## config.mk

```make
export PLATFORM = sky130hd
export DESIGN_NAME = vend_ctrl
export DESIGN_NICKNAME = d
export VERILOG_FILES = /design/src/rtl/vend_pkg.sv /design/src/rtl/vend_keys.sv /design/src/rtl/vend_tick.sv /design/src/rtl/vend_blink.sv /design/src/rtl/vend_ctrl.sv
export SDC_FILE = /design/constraint.sdc
export NUM_CORES = 1
export LEC_CHECK = 0
export BUFFER_PORTS_ARGS = -buffer_cell sky130_fd_sc_hd__buf_2
export CELL_PAD_IN_SITES_DETAIL_PLACEMENT = 1
export CELL_PAD_IN_SITES_GLOBAL_PLACEMENT = 1
export CORE_MARGIN = 4
export CORE_UTILIZATION = 42
export CTS_BUF_LIST = sky130_fd_sc_hd__clkbuf_8
export DETAILED_ROUTE_END_ITERATION = 8
export GPL_ROUTABILITY_DRIVEN = 0
export GPL_TIMING_DRIVEN = 0
export PLACE_DENSITY_LB_ADDON = 0.08
export SLEW_MARGIN = 25
export SYNTH_ARGS = -nofsm -noshare
export SYNTH_HDL_FRONTEND = slang
export SYNTH_HIERARCHICAL = 1
export SYNTH_SLANG_ARGS = --single-unit
```

## constraint.sdc

```tcl
create_clock -name clk -period 3.2 [get_ports clk]
set_clock_uncertainty 0.1 [all_clocks]
set_input_delay 0.16 -clock clk [delete_from_list [all_inputs] [get_ports clk]]
set_output_delay 0.16 -clock clk [all_outputs]
set_load 0.05 [all_outputs]
```

## src/rtl/vend_pkg.sv

```systemverilog
package vend_pkg;
  typedef enum logic [2:0] {
    ST_SEL   = 3'd0,
    ST_PAY   = 3'd1,
    ST_CMP   = 3'd2,
    ST_ALARM = 3'd3,
    ST_DISP  = 3'd4
  } vend_state_t;

  localparam int KEY_A  = 0;
  localparam int KEY_B  = 1;
  localparam int KEY_OK = 2;
  localparam int KEY_NUM = 3;
endpackage

```

## src/rtl/vend_keys.sv

```systemverilog
// Registers active-low keys and emits a one-cycle pulse on each 1->0 change.
module vend_keys #(
  parameter int N = 3
) (
  input  logic         clk,
  input  logic         rst,
  input  logic [N-1:0] key_n,
  output logic [N-1:0] press
);
  logic [N-1:0] cur_q;
  logic [N-1:0] old_q;

  for (genvar i = 0; i < N; i++) begin : g_key
    always_ff @(posedge clk) begin
      if (rst) begin
        cur_q[i] <= 1'b1;
        old_q[i] <= 1'b1;
      end else begin
        cur_q[i] <= key_n[i];
        old_q[i] <= cur_q[i];
      end
    end
    assign press[i] = old_q[i] & ~cur_q[i];
  end
endmodule

```

## src/rtl/vend_tick.sv

```systemverilog
// Free-running enable that pulses for one cycle every DIV cycles.
module vend_tick #(
  parameter int DIV = 25_000_000
) (
  input  logic clk,
  input  logic rst,
  output logic tick
);
  localparam int CW = (DIV > 1) ? $clog2(DIV) : 1;
  localparam logic [CW-1:0] LAST = CW'(DIV - 1);

  logic [CW-1:0] cnt_q;

  always_ff @(posedge clk) begin
    if (rst) begin
      cnt_q <= '0;
      tick  <= 1'b0;
    end else begin
      cnt_q <= (cnt_q == LAST) ? '0 : cnt_q + 1'b1;
      tick  <= (cnt_q == LAST);
    end
  end
endmodule

```

## src/rtl/vend_blink.sv

```systemverilog
// Blinks its LED a loaded number of times: one tick on, one tick off per unit.
module vend_blink #(
  parameter int CNT_W = 4
) (
  input  logic             clk,
  input  logic             rst,
  input  logic             load,
  input  logic [CNT_W-1:0] qty,
  input  logic             tick,
  output logic             led,
  output logic             busy
);
  logic [CNT_W-1:0] left_q;

  always_ff @(posedge clk) begin
    if (rst) begin
      left_q <= '0;
      led    <= 1'b0;
    end else if (load) begin
      left_q <= qty;
      led    <= 1'b0;
    end else if (tick && (left_q != '0)) begin
      if (!led) begin
        led <= 1'b1;
      end else begin
        led    <= 1'b0;
        left_q <= left_q - 1'b1;
      end
    end
  end

  assign busy = (left_q != '0);
endmodule

```

## src/rtl/vend_ctrl.sv

```systemverilog
module vend_ctrl #(
  parameter int CNT_W    = 4,
  parameter int PRICE_W  = 4,
  parameter int PRICE_A  = 4,
  parameter int PRICE_B  = 5,
  parameter int COIN_LO  = 1,
  parameter int COIN_HI  = 2,
  parameter int TICK_DIV = 25_000_000
) (
  input  logic               clk,
  input  logic               rst,
  input  logic               key_a_n,
  input  logic               key_b_n,
  input  logic               key_ok_n,
  output logic               led0,
  output logic               led1,
  output logic               alarm_req,
  output logic               done,
  output logic [4*CNT_W-1:0] disp_word
);
  import vend_pkg::*;

  localparam int SUM_W = CNT_W + PRICE_W + 1;
  localparam logic [CNT_W-1:0] CNT_MAX = {CNT_W{1'b1}};

  vend_state_t      st_q;
  logic [CNT_W-1:0] qty_a_q, qty_b_q, coin_lo_q, coin_hi_q;
  logic [KEY_NUM-1:0] key_n, press;
  logic             tick;
  logic             load;
  logic             match;
  logic [SUM_W-1:0] cost, paid;
  logic [1:0]       busy;
  logic [1:0]       led_w;
  logic [CNT_W-1:0] qty_arr [2];

  function automatic logic [CNT_W-1:0] sat_inc(input logic [CNT_W-1:0] v);
    return (v == CNT_MAX) ? v : v + 1'b1;
  endfunction

  assign key_n[KEY_A]  = key_a_n;
  assign key_n[KEY_B]  = key_b_n;
  assign key_n[KEY_OK] = key_ok_n;

  vend_keys #(.N(KEY_NUM)) keys_i (
    .clk   (clk),
    .rst   (rst),
    .key_n (key_n),
    .press (press)
  );

  vend_tick #(.DIV(TICK_DIV)) tick_i (
    .clk  (clk),
    .rst  (rst),
    .tick (tick)
  );

  assign cost = SUM_W'(PRICE_A) * SUM_W'(qty_a_q) + SUM_W'(PRICE_B) * SUM_W'(qty_b_q);
  assign paid = SUM_W'(COIN_LO) * SUM_W'(coin_lo_q) + SUM_W'(COIN_HI) * SUM_W'(coin_hi_q);
  assign match = (cost == paid);
  assign load  = (st_q == ST_CMP) && match;

  assign qty_arr[0] = qty_a_q;
  assign qty_arr[1] = qty_b_q;

  for (genvar g = 0; g < 2; g++) begin : g_blink
    vend_blink #(.CNT_W(CNT_W)) blink_i (
      .clk  (clk),
      .rst  (rst),
      .load (load),
      .qty  (qty_arr[g]),
      .tick (tick),
      .led  (led_w[g]),
      .busy (busy[g])
    );
  end

  assign led0 = led_w[0];
  assign led1 = led_w[1];

  always_ff @(posedge clk) begin
    if (rst) begin
      st_q      <= ST_SEL;
      qty_a_q   <= '0;
      qty_b_q   <= '0;
      coin_lo_q <= '0;
      coin_hi_q <= '0;
      alarm_req <= 1'b0;
      done      <= 1'b0;
    end else begin
      done <= (st_q == ST_DISP) && (busy == 2'b00);
      unique case (st_q)
        ST_SEL: begin
          if (press[KEY_A])  qty_a_q <= sat_inc(qty_a_q);
          if (press[KEY_B])  qty_b_q <= sat_inc(qty_b_q);
          if (press[KEY_OK]) st_q    <= ST_PAY;
        end
        ST_PAY: begin
          if (press[KEY_A])       coin_lo_q <= sat_inc(coin_lo_q);
          else if (press[KEY_B])  coin_hi_q <= sat_inc(coin_hi_q);
          else if (press[KEY_OK]) st_q      <= ST_CMP;
        end
        ST_CMP: begin
          if (match) begin
            st_q <= ST_DISP;
          end else begin
            st_q      <= ST_ALARM;
            alarm_req <= 1'b1;
          end
        end
        ST_ALARM: st_q <= ST_ALARM;
        ST_DISP:  st_q <= ST_DISP;
        default:  st_q <= ST_SEL;
      endcase
    end
  end

  assign disp_word = {qty_a_q, qty_b_q, coin_lo_q, coin_hi_q};
endmodule

```

==> run metrics, run 1 <==
Rel. slew slack=55.4%; Max-Cap Viols=0; Seq cells post-synth=63; largest net degree at the start of global routing=28; CTS max path bufs=2; CP top delay family=adder cells; reg2reg path depth=13; Yosys cell types=46; die extent in x=96.7 microns; # H-tree levels=3; floorplan row count=32; number of setup violations in the final report=8; status=finished with violations; Synthesized Nets=400; first-pass detailed-route iteration total=4; EDFF count, synth=0; vias=2833; initial drt markers=70; hold depth=2; CTS tree=yes; share of layout cells above drive strength 1=22.6%; Fillers=925; asr flop ratio synth=0%; R2R Setup Slk=-0.12 ns; total track usage=17.6%; sequential cell area fraction in the yosys report=38.1%; CP cell instances=ha_4, inv_2, fa_1, inv_1, ha_2, inv_2, fa_1, xnor2_2, xnor2_2, nor4_4, and3_4, inv_4, a311oi_1; area of the mapped netlist=3310 sq um; setup_tns=-0.838 ns; count leader, synth=dfxtp_1; Hold Vio Cnt, Final=0; Routed WL per cell=15.2 microns; P&R area growth vs syn=20.8%; worst flop-to-flop path startpoint=qty_b_q[1]$_SDFFE_PP0P_; R2R Path End=g_blink[0].blink_i/left_q[0]$_SDFFE_PP0P_; Synth top cells by count=dfxtp_1 (63), nor2_1 (39), inv_1 (28); clk_lat worst skew=0.33 ns; Clock Pin Slew Worst Setup and Hold Paths=0.07 ns; Stages on worst setup path=13; WHS=0.296 ns; Critical Path Sink=g_blink[0].blink_i/left_q[0]$_SDFFE_PP0P_; clk sink count=63; Peak Freq=301 MHz; final HPWL from detailed placement=5590 microns; die area=9360 sq um; worst vdd rail ir drop=0.226 mV; DR vias/cell=5.38; Nets=446; Final min period=3.32 ns; worst-margin pin slew=0.668 ns; commonest register cell after synthesis=dfxtp_1; fin area=4000 sq um; global-route wire length before repair=13700 microns; die height=96.7 microns; cell taking the most area after synthesis=dfxtp_1; WP buf/inv=4; total power per unit cell area=437 nW/um^2; initial antenna violation count=0; # IOs=25; Setup crit end kind=flip-flop; Leakage=1.63 nW; class of the worst hold path=in -> reg; Critical Path Start=qty_b_q[1]$_SDFFE_PP0P_; Crit Path Category=reg -> reg; Critical Path Max Stage Delay=0.48 ns; min setup slack post-route=-0.120 ns; synth warn=6; Total Wirelength=7990 microns; global route overflow=0; CTS Root Cell=clkbuf_8; post-synth top area share=38.1%; Initial Utilization=43.0%; RSZ-0062 raised after global routing=true; # diodes=0; Final Max Slew Viols=0; port bufs=24; CTS buffer count=9; core area=7690 sq um; WP data arrival=3.46 ns; most area-consuming cells after synthesis=dfxtp_1 (38%), ha_1 (6.4%), nor2_1 (4.4%); Worst Setup Start Kind=flip-flop; final core occ=52.0%; Post-Syn Instances=374; failing checks=negative setup slack; placed standard-cell area=3630 sq um; Slowest-stage cell, CP=fa_1; post-route ant nets=0; vias in the first global route=2868; # DRC=0; Crit path required time=3.34 ns; syn avg cell area=8.84 sq um; period utilisation layout=104%; CP max FO=6
==> state kept, by name, summed over array words and instances, names as in the netlist <==
register	flops
tick_i/tick	1
st_q	3
done	1
alarm_req	1
coin_lo_q	4
tick_i/cnt_q	25
keys_i/old_q	3
g_blink.blink_i/left_q	8
g_blink.blink_i/led	2
coin_hi_q	4
qty_a_q	4
qty_b_q	4
keys_i/cur_q	3
==> how the worst min path moves through the flow <==
stage | startpoint | to | slack, ns
finish | rst | g_blink[0].blink_i/left_q[1]$_SDFFE_PP0P_ | 0.30
global route | rst | g_blink[1].blink_i/led$_SDFFE_PP0P_ | 0.33
CTS | rst | g_blink[0].blink_i/left_q[1]$_SDFFE_PP0P_ | 0.30
detailed placement | key_b_n | keys_i/cur_q[1]$_SDFF_PP1_ | 0.24
global placement | key_b_n | keys_i/cur_q[1]$_SDFF_PP1_ | 0.24
floorplan | rst | g_blink[0].blink_i/left_q[0]$_SDFFE_PP0P_ | 0.13
==> layout by cell type, fill, tap and decap left out, types with 3 or more instances in the layout <==
cell type / Yosys / routed
nor3_1: 6 / 4
buf_4: 0 / 7
dfxtp_4: 0 / 4
nor2b_1: 5 / 5
inv_4: 0 / 3
o21ai_0: 20 / 18
xnor2_1: 16 / 14
nand4_1: 12 / 12
and3_1: 6 / 5
nor3b_1: 5 / 3
clkbuf_8: 0 / 10
o31ai_1: 5 / 5
fa_1: 4 / 4
nor2_2: 0 / 5
xor2_1: 15 / 15
clkbuf_1: 5 / 5
a21oi_1: 13 / 13
nand2_1: 19 / 19
dlygate4sd3_1: 0 / 3
or2_1: 6 / 6
and4_1: 3 / 3
inv_1: 28 / 25
or4_1: 8 / 8
nand3_1: 14 / 14
or3_1: 12 / 12
ha_1: 17 / 15
buf_2: 8 / 32
dfxtp_1: 63 / 57
nor2_1: 39 / 33
mux2i_1: 7 / 7
==> cells by family (layout without fill, tap and decap cells) <==
kind of cell / Yosys count / after routing / share of synthesized area [%]
AND/OR/NAND/NOR: 152 / 153 / 26.3
buffers and inverters: 43 / 93 / 5.64
multiplexers: 7 / 7 / 2.12
adder cells (fa/ha/maj): 21 / 21 / 8.85
AO/OA/AOI/OAI: 57 / 57 / 10.7
XOR/XNOR: 31 / 31 / 8.21
flip-flops: 63 / 63 / 38.1
==> area by class of cell <==
| class | instances | area, sq um | area share, % |
|---|---|---|---|
| clock inverter | 6 | 83.8 | 2.10 |
| multi-input combinational | 269 | 1970 | 49.4 |
| sequential | 63 | 1280 | 32.0 |
| buffer | 15 | 81.3 | 2.04 |
| timing repair buffer | 34 | 203 | 5.07 |
| inverter | 28 | 110 | 2.76 |
| clock buffer | 10 | 138 | 3.45 |
| tap | 102 | 128 | 3.19 |
==> routing by layer <==
layer	track usage [%]	share of wire [%]
met1	20.7	43
met5	0	0
met2	31.4	53
met4	5.83	1.1
met3	4.25	2.4
==> timing repair <==
item,in CTS,in global routing
pin swaps,5,2
buffers inserted,4,3
endpoints found under the hold margin,3,0
hold buffers,3,0
gates resized for setup,5,5
setup endpoints to repair,10,10
cloned,1,0
==> stage by stage <==
stage               instances  power (mW)  worst slack, ns
global route              527        1.82           -0.276
floorplan                 374       0.932          -0.0793
global placement          500       0.970           -0.414
finish                    527        1.75           -0.120
detailed placement        500       0.975           -0.502
CTS                       524        1.77           -0.154
==> report_power, final <==
part / internal [mW] / total [mW] / switching (mW)
Sequential: 0.797 / 0.812 / 0.0150
Combinational: 0.0672 / 0.168 / 0.101
Clock: 0.457 / 0.765 / 0.308
Note: power is estimated with default switching activity, not from simulation.
==> run 2, diff against run 1 <==
--- a/config.mk
+++ b/config.mk
@@ -5,11 +5,12 @@
 export SDC_FILE = /design/constraint.sdc
 export NUM_CORES = 1
 export LEC_CHECK = 0
+export ABC_AREA = 1
 export BUFFER_PORTS_ARGS = -buffer_cell sky130_fd_sc_hd__buf_2
 export CELL_PAD_IN_SITES_DETAIL_PLACEMENT = 1
 export CELL_PAD_IN_SITES_GLOBAL_PLACEMENT = 1
 export CORE_MARGIN = 4
-export CORE_UTILIZATION = 42
+export CORE_UTILIZATION = 41
 export CTS_BUF_LIST = sky130_fd_sc_hd__clkbuf_8
 export DETAILED_ROUTE_END_ITERATION = 8
 export GPL_ROUTABILITY_DRIVEN = 0
==> run metrics, run 2 <==
Total Wirelength=9000 microns (was 7990 microns); largest net degree at the start of global routing=15 (was 28); vias=3355 (was 2833); most used cell, CP=nand2_1; max reg flops=25 (unchanged); CP cell instances=ha_4, inv_2, fa_1, inv_1, ha_2, inv_2, fa_2, xnor2_2, nand3_1, nand2_1, nand3_2, nor3_4, buf_6, buf_6, nand2_1, o21ai_0, nand2_1, a21oi_1 (was ha_4, inv_2, fa_1, inv_1, ha_2, inv_2, fa_1, xnor2_2, xnor2_2, nor4_4, and3_4, inv_4, a311oi_1); initial antenna violation count=0 (unchanged); WP data arrival=3.43 ns (was 3.46 ns); initial drt markers=46 (was 70); switching share of power=28.8% (was 24.3%); reg2reg path depth=18 (was 13); total power per unit cell area=394 nW/um^2 (was 437 nW/um^2); Net Sw Power=0.486 mW (was 0.424 mW); setup_tns=-0.311 ns (was -0.838 ns); share of layout cells above drive strength 1=17.6% (was 22.6%); area of the mapped netlist=3640 sq um (was 3310 sq um); Clock Pin Slew Worst Setup and Hold Paths=0.07 ns (about the same); Comb power frac=14.1% (was 9.6%); failing checks=negative setup slack (unchanged); Internal=1.20 mW (was 1.32 mW); Leakage=1.88 nW (was 1.63 nW); Final Max Slew Viols=0 (unchanged); EDFF count, synth=0 (unchanged); # H-tree levels=3 (unchanged); status=finished with violations (unchanged); CTS Root Cell=clkbuf_8 (unchanged); R2R Setup Slk=-0.07 ns (was -0.12 ns); multi-input logic area=2090 sq um (was 1970 sq um); Worst Setup Start Kind=flip-flop (unchanged); min setup slack post-route=-0.0693 ns (was -0.120 ns); sequential cell area fraction in the yosys report=34.7% (was 38.1%); port bufs=24 (unchanged); post-route ant nets=0 (unchanged); Yosys cell types=31 (was 46); first-pass detailed-route iteration total=4 (unchanged); Final min period=3.27 ns (was 3.32 ns); Power, Total=1.69 mW (was 1.75 mW); Synth top cells by count=nand2_1 (137), inv_1 (78), nor2_1 (76) (was dfxtp_1 (63), nor2_1 (39), inv_1 (28)); clock share of power=36.9% (was 43.8%); syn avg cell area=6.90 sq um (was 8.84 sq um); hold depth=2 (unchanged); Critical Path Sink=g_blink[0].blink_i/left_q[0]$_SDFFE_PP0P_ (unchanged); synth warn=6 (unchanged); count leader, synth=nand2_1 (was dfxtp_1); Nets=601 (was 446); Setup crit end kind=flip-flop (unchanged); core area=8680 sq um (was 7690 sq um); most frequent cells in the layout=nand2_1 (135), inv_1 (78), nor2_1 (76), dfxtp_1 (57), nand3_1 (35) (was dfxtp_1 (57), nor2_1 (33), buf_2 (32), inv_1 (25), nand2_1 (19)); clk_lat worst skew=0.34 ns (was 0.33 ns); # DRC=0 (unchanged); CTS max path bufs=2 (unchanged); die area=10400 sq um (was 9360 sq um); Crit path required time=3.36 ns (was 3.34 ns); commonest register cell after synthesis=dfxtp_1 (unchanged); commonest non-fill, non-tap cell in the layout=nand2_1 (was dfxtp_1); R2R Path End=g_blink[0].blink_i/left_q[0]$_SDFFE_PP0P_ (unchanged); Slowest-stage cell, CP=fa_2 (was fa_1); Max-Cap Viols=0 (unchanged); asr flop ratio synth=0% (unchanged); # IOs=25 (unchanged); Synthesized Nets=553 (was 400); most area-consuming cells after synthesis=dfxtp_1 (35%), nand2_1 (14%), inv_1 (8.1%) (was dfxtp_1 (38%), ha_1 (6.4%), nor2_1 (4.4%)); RSZ-0062 raised after global routing=true (unchanged); Peak Freq=306 MHz (was 301 MHz); worst-margin pin slew=0.580 ns (was 0.668 ns); class of the worst hold path=in -> reg (unchanged); floorplan row count=34 (was 32); period utilisation layout=102% (was 104%); HP Start=rst (unchanged); CP max FO=4 (was 6); final HPWL from detailed placement=6830 microns (was 5590 microns); fin area=4290 sq um (was 4000 sq um); Critical Path Start=qty_b_q[1]$_SDFFE_PP0P_ (unchanged); Largest Register=tick_i/cnt_q (unchanged); cell taking the most area after synthesis=dfxtp_1 (unchanged); Post-Layout Cell Count=688 (was 527); Routed WL per cell=13.1 microns (was 15.2 microns); P&R area growth vs syn=18.0% (was 20.8%); number of setup violations in the final report=8 (unchanged); worst flop-to-flop path startpoint=qty_b_q[1]$_SDFFE_PP0P_ (unchanged); clk sink count=63 (unchanged); Post-Syn Instances=527 (was 374); DP Cell Count=659 (was 500); Register Area=1280 sq um (unchanged); Crit Path Category=reg -> reg (unchanged); CTS buffer count=9 (unchanged); post-synth top area share=34.7% (was 38.1%); placed standard-cell area=3940 sq um (was 3630 sq um); Seq cells post-synth=63 (unchanged); Rel. slew slack=61.3% (was 55.4%); die height=102 microns (was 96.7 microns); vias in the first global route=3392 (was 2868); Initial Utilization=41.9% (was 43.0%); Hold Vio Cnt, Final=0 (unchanged); global-route wire length before repair=15500 microns (was 13700 microns); CTS tree=yes (unchanged); Critical Path Max Stage Delay=0.55 ns (was 0.48 ns); register share of total power=49.0% (was 46.5%); worst vdd rail ir drop=0.197 mV (was 0.226 mV); DR vias/cell=4.88 (was 5.38); Fillers=1151 (was 925); # diodes=0 (unchanged); global route overflow=0 (unchanged); final core occ=49.4% (was 52.0%); total track usage=18.8% (was 17.6%); die extent in x=102 microns (was 96.7 microns); Regs by FF count=tick_i/cnt_q (25), g_blink.blink_i/left_q (8) (unchanged)
run 2: cell families (layout without fill, tap and decap cells):
kind of cell             count (synthesis)  after routing  share of synthesized area (%)
adder cells (fa/ha/maj)                 21             21                           8.05
AO/OA/AOI/OAI                           53             53                           7.81
XOR/XNOR                                13             13                           3.13
flip-flops                              63             63                           34.7
AND/OR/NAND/NOR                        286            286                           36.3
buffers and inverters                   91            144                           10.0
run 2: repair_timing:
item,CTS,global route
setup endpoints to repair,11,13
hold buffers,3,0
hold endpoints to repair,3,0
buffers inserted,8,2
resized for setup,8,11
pin swaps,9,3
run 2: final cells by class:
| type | instances | share of cell area (%) |
|---|---|---|
| tap | 108 | 3.15 |
| buffer | 4 | 0.875 |
| sequential | 63 | 29.8 |
| multi-input combinational | 373 | 48.7 |
| inverter | 87 | 7.79 |
| timing repair buffer | 37 | 5.60 |
| clock inverter | 5 | 0.583 |
| clock buffer | 11 | 3.53 |
run 2: worst max-delay path, delay by kind of cell, from the launching register on:
family	cells	cell delay [ns]
buffers and inverters	5	0.41
DFF	1	0.36
xor gates and xnor gates	1	0.12
AOI/OAI and AO/OA	2	0.19
adders and majority gates	4	1.43
and+or+nand+nor	6	0.58
run 2: power by group through the flow:
| stage | clock network (mW) | logic [mW] | registers [mW] |
|---|---|---|---|
| global placement | 0 | 0.210 | 0.847 |
| floorplan | 0 | 0.138 | 0.870 |
| detailed placement | 0 | 0.218 | 0.848 |
| finish | 0.624 | 0.239 | 0.829 |
| CTS | 0.651 | 0.237 | 0.829 |
| global route | 0.684 | 0.269 | 0.831 |
run 2: per-stage QoR:
step	hold WS [ns]	setup WS [ns]
3_3_place_gp	0.230	-0.417
4_1_cts	0.0601	-0.0904
6_report	0.0759	-0.0693
3_5_place_dp	0.243	-0.535
2_1_floorplan	0.129	-0.117
5_1_grt	0.0986	-0.240
run 2: how the worst min path moves through the flow:
stage,endpoint,slack [ns]
6_report,g_blink[1].blink_i/left_q[0]$_SDFFE_PP0P_,0.08
5_1_grt,tick_i/tick$_SDFF_PP0_,0.1
4_1_cts,tick_i/tick$_SDFF_PP0_,0.06
3_5_place_dp,keys_i/cur_q[0]$_SDFF_PP1_,0.24
3_3_place_gp,keys_i/cur_q[0]$_SDFF_PP1_,0.23
2_1_floorplan,g_blink[0].blink_i/left_q[0]$_SDFFE_PP0P_,0.13
run 2: metal layers:
| metal | vias to the layer above | part of all wire [%] | track usage [%] |
|---|---|---|---|
| met5 | - | 0 | 0 |
| met4 | 0 | 1.0 | 5.45 |
| met3 | 10 | 2.3 | 3.48 |
| met2 | 21 | 53 | 34.7 |
| met1 | 1580 | 44 | 22.0 |
| li1 | 1744 | - | - |
